===== src/rtl/prg_xlate_pkg.sv =====
package prg_xlate_pkg;

    localparam int PG_W   = 7;   // 8 KB page number width
    localparam int OFF_W  = 13;  // offset inside an 8 KB page
    localparam int RSEL_W = 3;   // low RAM window page select
    localparam int NWIN   = 3;   // switchable ROM/RAM windows

    localparam logic [15:0] A_MODE = 16'h5100;
    localparam logic [15:0] A_KEYA = 16'h5102;
    localparam logic [15:0] A_KEYB = 16'h5103;
    localparam logic [15:0] A_RSEL = 16'h5113;
    localparam logic [15:0] A_WIN0 = 16'h5114;
    localparam logic [15:0] A_LAST = 16'h5117;

    localparam logic [7:0] KEYA_VAL = 8'h02;
    localparam logic [7:0] KEYB_VAL = 8'h01;

    typedef struct packed {
        logic [1:0]                  mode;
        logic                        key_a_ok;
        logic                        key_b_ok;
        logic [RSEL_W-1:0]           ram_sel;
        logic [NWIN-1:0]             win_rom;
        logic [NWIN-1:0][PG_W-1:0]   win_bank;
        logic [PG_W-1:0]             bank_last;
    } cfg_t;

    typedef struct packed {
        logic            hit;
        logic            is_ram;
        logic            fixed_ram;
        logic [PG_W-1:0] page;
    } map_t;

endpackage


===== src/rtl/prg_cfg_regs.sv =====
module prg_cfg_regs
    import prg_xlate_pkg::*;
(
    input  logic        clk,
    input  logic        rst_n,
    input  logic        wr_en,
    input  logic [15:0] addr,
    input  logic [7:0]  wdata,
    output cfg_t        cfg_q
);

    cfg_t cfg_d;

    always_comb begin
        cfg_d = cfg_q;
        if (wr_en) begin
            if (addr == A_MODE) cfg_d.mode     = wdata[1:0];
            if (addr == A_KEYA) cfg_d.key_a_ok = (wdata == KEYA_VAL);
            if (addr == A_KEYB) cfg_d.key_b_ok = (wdata == KEYB_VAL);
            if (addr == A_RSEL) cfg_d.ram_sel  = wdata[RSEL_W-1:0];
            if (addr == A_LAST) cfg_d.bank_last = wdata[PG_W-1:0];
            for (int i = 0; i < NWIN; i++) begin
                if (addr == A_WIN0 + 16'(i)) begin
                    cfg_d.win_rom[i]  = wdata[7];
                    cfg_d.win_bank[i] = wdata[PG_W-1:0];
                end
            end
        end
    end

    always_ff @(posedge clk) begin
        if (!rst_n) cfg_q <= '0;
        else        cfg_q <= cfg_d;
    end

    // mode takes bits 1:0 of the written byte
    a_r2_mode_capture: assert property (@(posedge clk) disable iff (!rst_n)
        (wr_en && addr == A_MODE) |=> (cfg_q.mode == $past(wdata[1:0])));

    // key A becomes valid only through a write of its unlock value
    a_r9_key_a_source: assert property (@(posedge clk) disable iff (!rst_n)
        $rose(cfg_q.key_a_ok) |-> $past(wr_en && addr == A_KEYA && wdata == KEYA_VAL));

    // key B becomes valid only through a write of its unlock value
    a_r9_key_b_source: assert property (@(posedge clk) disable iff (!rst_n)
        $rose(cfg_q.key_b_ok) |-> $past(wr_en && addr == A_KEYB && wdata == KEYB_VAL));

endmodule


===== src/rtl/prg_window_map.sv =====
module prg_window_map
    import prg_xlate_pkg::*;
(
    input  cfg_t        cfg,
    input  logic [15:0] addr,
    output map_t        map
);

    logic [1:0] slot;
    assign slot = addr[14:13];

    always_comb begin
        map = '0;
        if (addr[15:13] == 3'b011) begin
            map.hit       = 1'b1;
            map.is_ram    = 1'b1;
            map.fixed_ram = 1'b1;
            map.page      = PG_W'(cfg.ram_sel);
        end else if (addr[15]) begin
            map.hit = 1'b1;
            unique case (cfg.mode)
                2'd0: map.page = {cfg.bank_last[PG_W-1:2], slot};
                2'd1: begin
                    if (!slot[1]) begin
                        map.is_ram = ~cfg.win_rom[1];
                        map.page   = {cfg.win_bank[1][PG_W-1:1], slot[0]};
                    end else begin
                        map.page   = {cfg.bank_last[PG_W-1:1], slot[0]};
                    end
                end
                2'd2: begin
                    if (!slot[1]) begin
                        map.is_ram = ~cfg.win_rom[1];
                        map.page   = {cfg.win_bank[1][PG_W-1:1], slot[0]};
                    end else if (!slot[0]) begin
                        map.is_ram = ~cfg.win_rom[2];
                        map.page   = cfg.win_bank[2];
                    end else begin
                        map.page   = cfg.bank_last;
                    end
                end
                default: begin
                    unique case (slot)
                        2'd0: begin
                            map.is_ram = ~cfg.win_rom[0];
                            map.page   = cfg.win_bank[0];
                        end
                        2'd1: begin
                            map.is_ram = ~cfg.win_rom[1];
                            map.page   = cfg.win_bank[1];
                        end
                        2'd2: begin
                            map.is_ram = ~cfg.win_rom[2];
                            map.page   = cfg.win_bank[2];
                        end
                        default: map.page = cfg.bank_last;
                    endcase
                end
            endcase
        end
    end

endmodule


===== src/rtl/prg_bank_xlate.sv =====
module prg_bank_xlate
    import prg_xlate_pkg::*;
#(
    parameter int RAM_AW = 16,
    localparam int ROM_AW = PG_W + OFF_W
) (
    input  logic              clk,
    input  logic              rst_n,
    input  logic [15:0]       cpu_addr,
    input  logic [7:0]        cpu_wdata,
    input  logic              cpu_we,
    output logic              sel_ram,
    output logic [ROM_AW-1:0] rom_addr,
    output logic [RAM_AW-1:0] ram_addr,
    output logic              mem_we
);

    cfg_t        cfg_q;
    map_t        map;
    logic        unlocked;
    logic [ROM_AW-1:0] flat;

    prg_cfg_regs u_regs (
        .clk   (clk),
        .rst_n (rst_n),
        .wr_en (cpu_we),
        .addr  (cpu_addr),
        .wdata (cpu_wdata),
        .cfg_q (cfg_q)
    );

    prg_window_map u_map (
        .cfg  (cfg_q),
        .addr (cpu_addr),
        .map  (map)
    );

    always_comb begin
        unlocked = cfg_q.key_a_ok & cfg_q.key_b_ok;
        flat     = map.hit ? {map.page, cpu_addr[OFF_W-1:0]} : '0;
        sel_ram  = map.is_ram;
        rom_addr = flat;
        ram_addr = flat[RAM_AW-1:0];
        mem_we   = cpu_we & map.is_ram & (map.fixed_ram | unlocked);
    end

    // a memory write only ever targets RAM
    a_r10_we_needs_ram: assert property (@(posedge clk) disable iff (!rst_n)
        mem_we |-> sel_ram);

    // the last 8 KB window is ROM in every mode
    a_r10_top_is_rom: assert property (@(posedge clk) disable iff (!rst_n)
        (cpu_addr[15:13] == 3'b111) |-> !sel_ram);

    // mode 0 never places RAM in the upper half
    a_r4_mode0_rom: assert property (@(posedge clk) disable iff (!rst_n)
        (cfg_q.mode == 2'd0 && cpu_addr[15]) |-> !sel_ram);

    // the low window is always RAM
    a_r3_low_window_ram: assert property (@(posedge clk) disable iff (!rst_n)
        (cpu_addr[15:13] == 3'b011) |-> sel_ram);

    // upper-half writes pass only with both keys valid
    a_r9_locked_blocks: assert property (@(posedge clk) disable iff (!rst_n)
        (mem_we && cpu_addr[15]) |-> (cfg_q.key_a_ok && cfg_q.key_b_ok));

    // reads never write
    a_r11_read_no_we: assert property (@(posedge clk) disable iff (!rst_n)
        !cpu_we |-> !mem_we);

endmodule


===== config.mk =====
export PLATFORM = sky130hd
export DESIGN_NAME = prg_bank_xlate
export DESIGN_NICKNAME = d
export VERILOG_FILES = /design/src/rtl/prg_xlate_pkg.sv /design/src/rtl/prg_cfg_regs.sv /design/src/rtl/prg_window_map.sv /design/src/rtl/prg_bank_xlate.sv
export SDC_FILE = /design/constraint.sdc
export NUM_CORES = 1
export LEC_CHECK = 0
export ABC_AREA = 0
export BUFFER_PORTS_ARGS = -buffer_cell sky130_fd_sc_hd__buf_2
export CAP_MARGIN = 10
export CORE_MARGIN = 8
export CORE_UTILIZATION = 35
export DETAILED_ROUTE_END_ITERATION = 12
export GPL_TIMING_DRIVEN = 1
export RECOVER_POWER = 100
export SETUP_SLACK_MARGIN = 0.05
export SLEW_MARGIN = 20
export SYNTH_ARGS = -nofsm -noshare
export SYNTH_HDL_FRONTEND = slang
export SYNTH_HIERARCHICAL = 1
export SYNTH_SLANG_ARGS = --single-unit

===== constraint.sdc =====
create_clock -name clk -period 1.6 [get_ports clk]
set_input_delay 0.08 -clock clk [delete_from_list [all_inputs] [get_ports clk]]
set_output_delay 0.08 -clock clk [all_outputs]
set_load 0.01 [all_outputs]

==> impl_metrics.yaml <==
outcome:
  status: "finished, violations left"
  violations: "negative setup slack"
hold_path:
  min_path_type: "input port to flip-flop"
logic_synthesis:
  mappedNetlistNets: 306
  yosys_warnings: 6
  synthSimpleGateAreaFrac: 0.270
  synth_top_family_by_area: "simple AND/OR/NAND/NOR gates"
  yosysTopAreaCell: "dfxtp_1"
  synth-xor-area-share: 0
  synthFlopType: "dfxtp_1"
  synth-adder-area-share: 0
  seq_area_frac_synth: 0.315
  syn-cell-area_um2: 2420
  synth-seq-cells: 38
  synthArstFlopShare: 0
  synthMuxAreaShare: 0.182
  synth.distinct_cells: 49
  syn_avg_cell_area_um2: 8.67
  synth_edf_count: 0
  yosys-top-cells-area: "dfxtp_1 (31%), mux2i_1 (18%), nand2_1 (8.5%), buf_4 (6.2%), and2_1 (3.9%)"
  netlist_instances: 279
  netlist.area_leader.share: 0.315
  synth-compound-area-share: 0.118
clocking:
  htree_num_levels: 2
  cts_max_path_buffers: 2
  clock_latency_ps: 290
  cts.sinks: 38
  path_clk_slew_ps: 80
  cts_hold_buf: 0
  numCtsBuffers: 5
  cts_tree: "built"
  cts.root.buffer_cell: "clkbuf_8"
global_routing:
  gr-usage-all-layers: 0.130
  antenna_found_initial: 0
  gr-total-overflow: 0
  grt_pass1_vias: 2064
  grt_pass1_wl_mm: 10.2
  grt_max_degree: 26
place:
  pre_cts_slack_ps: 20.9
  dpl.hpwl_mm: 4.96
  port_buffers: 64
  gp_congestion: 0.830
sta:
  holdWs_ps: 92.8
  skew_ps: 0
  relSlewSlack: 0.606
  rsz0062_at_grt: "true"
  finalSetupViolCount: 11
  timing.final.crit_share: 1.09
  hold_viol: 0
  period_minus_slack_ps: 1750
  fmax_mhz: 572
  worstMarginPinSlew_ps: 583
  slew_violations: 0
  finalWorstSetupSlack_ps: -149
drt:
  routed_wl_mm: 6.67
  drtAntennaViolNets: 0
  vias: 2156
  post_drt_wl_per_cell_um: 16.1
  first_iter_violations: 118
  vias_per_cell: 5.21
  drt_first_pass_iters: 4
  drc: 0
run:
  maxCapViolCount: 0
cells_and_area:
  regMostFlops: "u_regs/cfg_q"
  final_cell_mix: "buf_2 (60), nand2_1 (54), mux2i_1 (44)"
  largestRegisters: "u_regs/cfg_q x38"
  final_common_cell: "buf_2"
  largest_reg_flops: 38
  multi_input_area_um2: 1470
  nets: 360
  regArea_um2: 768
  fill_cells: 684
  final_layout_size_suffix_gt1_frac: 0.359
  antenna_cells: 0
  fin_util: 0.436
  syn_to_final_growth_pct: 21.9
power_and_ir_drop:
  p_leak_uw: 0.00121
  pwr-share-clk: 0.350
  totalPowerFinal_uw: 1890
  p_seq_frac: 0.499
  switching_share: 0.277
  max-vdd-ir-drop_uv: 490
  p_int_uw: 1360
  p_per_area_nw_per_um2: 640
  netSwitchingPower_uw: 523
  p_comb_frac: 0.151
critical_path:
  crit_slowest_cell: "dfxtp_4"
  path_cells: "nor2b_4, nor3b_2, a221o_1, a2bb2oi_2, and2_4, buf_6"
  critPathRequiredTime_ps: 1520
  startpoint_type: "flip-flop"
  worst_path_largest_cell_delay_ps: 400
  worstPathArrival_ps: 1670
  worstPathMaxFanout: 7
  path_class: "flip-flop to primary output"
  end_kind: "primary output"
floorplanning:
  row_count: 30
  die_width_um: 99.1
  core_area_um2: 6760
  die_h_um: 99.1
  die_area_um2: 9830
  pin_count: 65
  start_util: 0.358
-- power by group through the flow --
| stage | Combinational (uW) | Sequential, uW | Clock, uW |
|---|---|---|---|
| detailed placement | 275 | 967 | 0 |
| global route | 309 | 941 | 726 |
| global placement | 274 | 967 | 0 |
| CTS | 281 | 941 | 684 |
| finish | 285 | 941 | 660 |
| floorplan | 184 | 967 | 0 |
-- area by class of cell --
class / instances / share of cell area
clock buffer: 5 / 0.0233
clock inverter: 3 / 0.00722
inverter: 5 / 0.00637
multi-input combinational: 201 / 0.498
sequential: 38 / 0.261
tap: 80 / 0.0340
timing repair buffer: 82 / 0.170
-- cells by family (layout without fill, tap and decap cells) --
group / count (synthesis) / after routing
AO/OA/AOI/OAI: 39 / 39
buffers and inverters: 40 / 95
flip-flops: 38 / 38
multiplexers: 44 / 44
AND/OR/NAND/NOR: 118 / 118
-- per-layer routing --
metal  track usage  part of all wire  routed length, um
met1         0.149              0.44               2920
met2         0.217              0.46               3070
met3        0.0468             0.092                612
met4        0.0431             0.010                 70
met5             0                 0                  0
-- per-stage QoR --
step | instance area, um^2 | instances | setup TNS, ps
floorplan | 2420 | 279 | 0
global placement | 2740 | 405 | 0
detailed placement | 2740 | 405 | 0
CTS | 2930 | 414 | -1080
global route | 2950 | 414 | -2280
finish | 2950 | 414 | -1140
-- final timing paths --
check / slack, ps / end / from / cells past startpoint
worst max register to register: 810 / u_regs/cfg_q[36] / u_regs/cfg_q[36] / 3
worst min-delay path: 90 / u_regs/cfg_q[28] / cpu_wdata[7] / 3
worst max-delay path: -150 / ram_addr[15] / u_regs/cfg_q[36] / 6
worst min register to register: 460 / u_regs/cfg_q[13] / u_regs/cfg_q[13] / 2
-- worst max-delay path, delay by kind of cell (launching register included) --
kind / cells / cell delay (ps)
AO/OA/AOI/OAI: 2 / 430
buffers and inverters: 1 / 110
AND/OR/NAND/NOR: 3 / 420
flip-flops: 1 / 400
-- cells in the mapped netlist (2+ instances only) --
| cell | instances |
|---|---|
| nor2_2 | 2 |
| mux2i_1 | 44 |
| o211ai_1 | 2 |
| buf_6 | 6 |
| dfxtp_1 | 38 |
| nor2_1 | 7 |
| inv_1 | 5 |
| a21oi_1 | 8 |
| nand2_1 | 55 |
| nor3_1 | 2 |
| nand4_1 | 2 |
| nor3b_1 | 3 |
| and2_1 | 15 |
| nand3_1 | 4 |
| o21ai_1 | 3 |
| nand2b_1 | 2 |
| nand4b_1 | 2 |
| and2_2 | 5 |
| nor4b_1 | 2 |
| clkbuf_1 | 2 |
| buf_4 | 20 |
| o21ai_0 | 5 |
| a311oi_1 | 2 |
| a221oi_1 | 4 |
| buf_2 | 7 |
| o32ai_1 | 3 |
| a21o_1 | 2 |
| nor2b_1 | 4 |
| nand3b_1 | 3 |
-- timing repair --
action	in CTS	in global routing
pin swaps	8	7
gates resized for setup	20	13
buffers inserted	2	0
endpoints found under the setup margin	12	12
(Power assumes the default switching activity.)
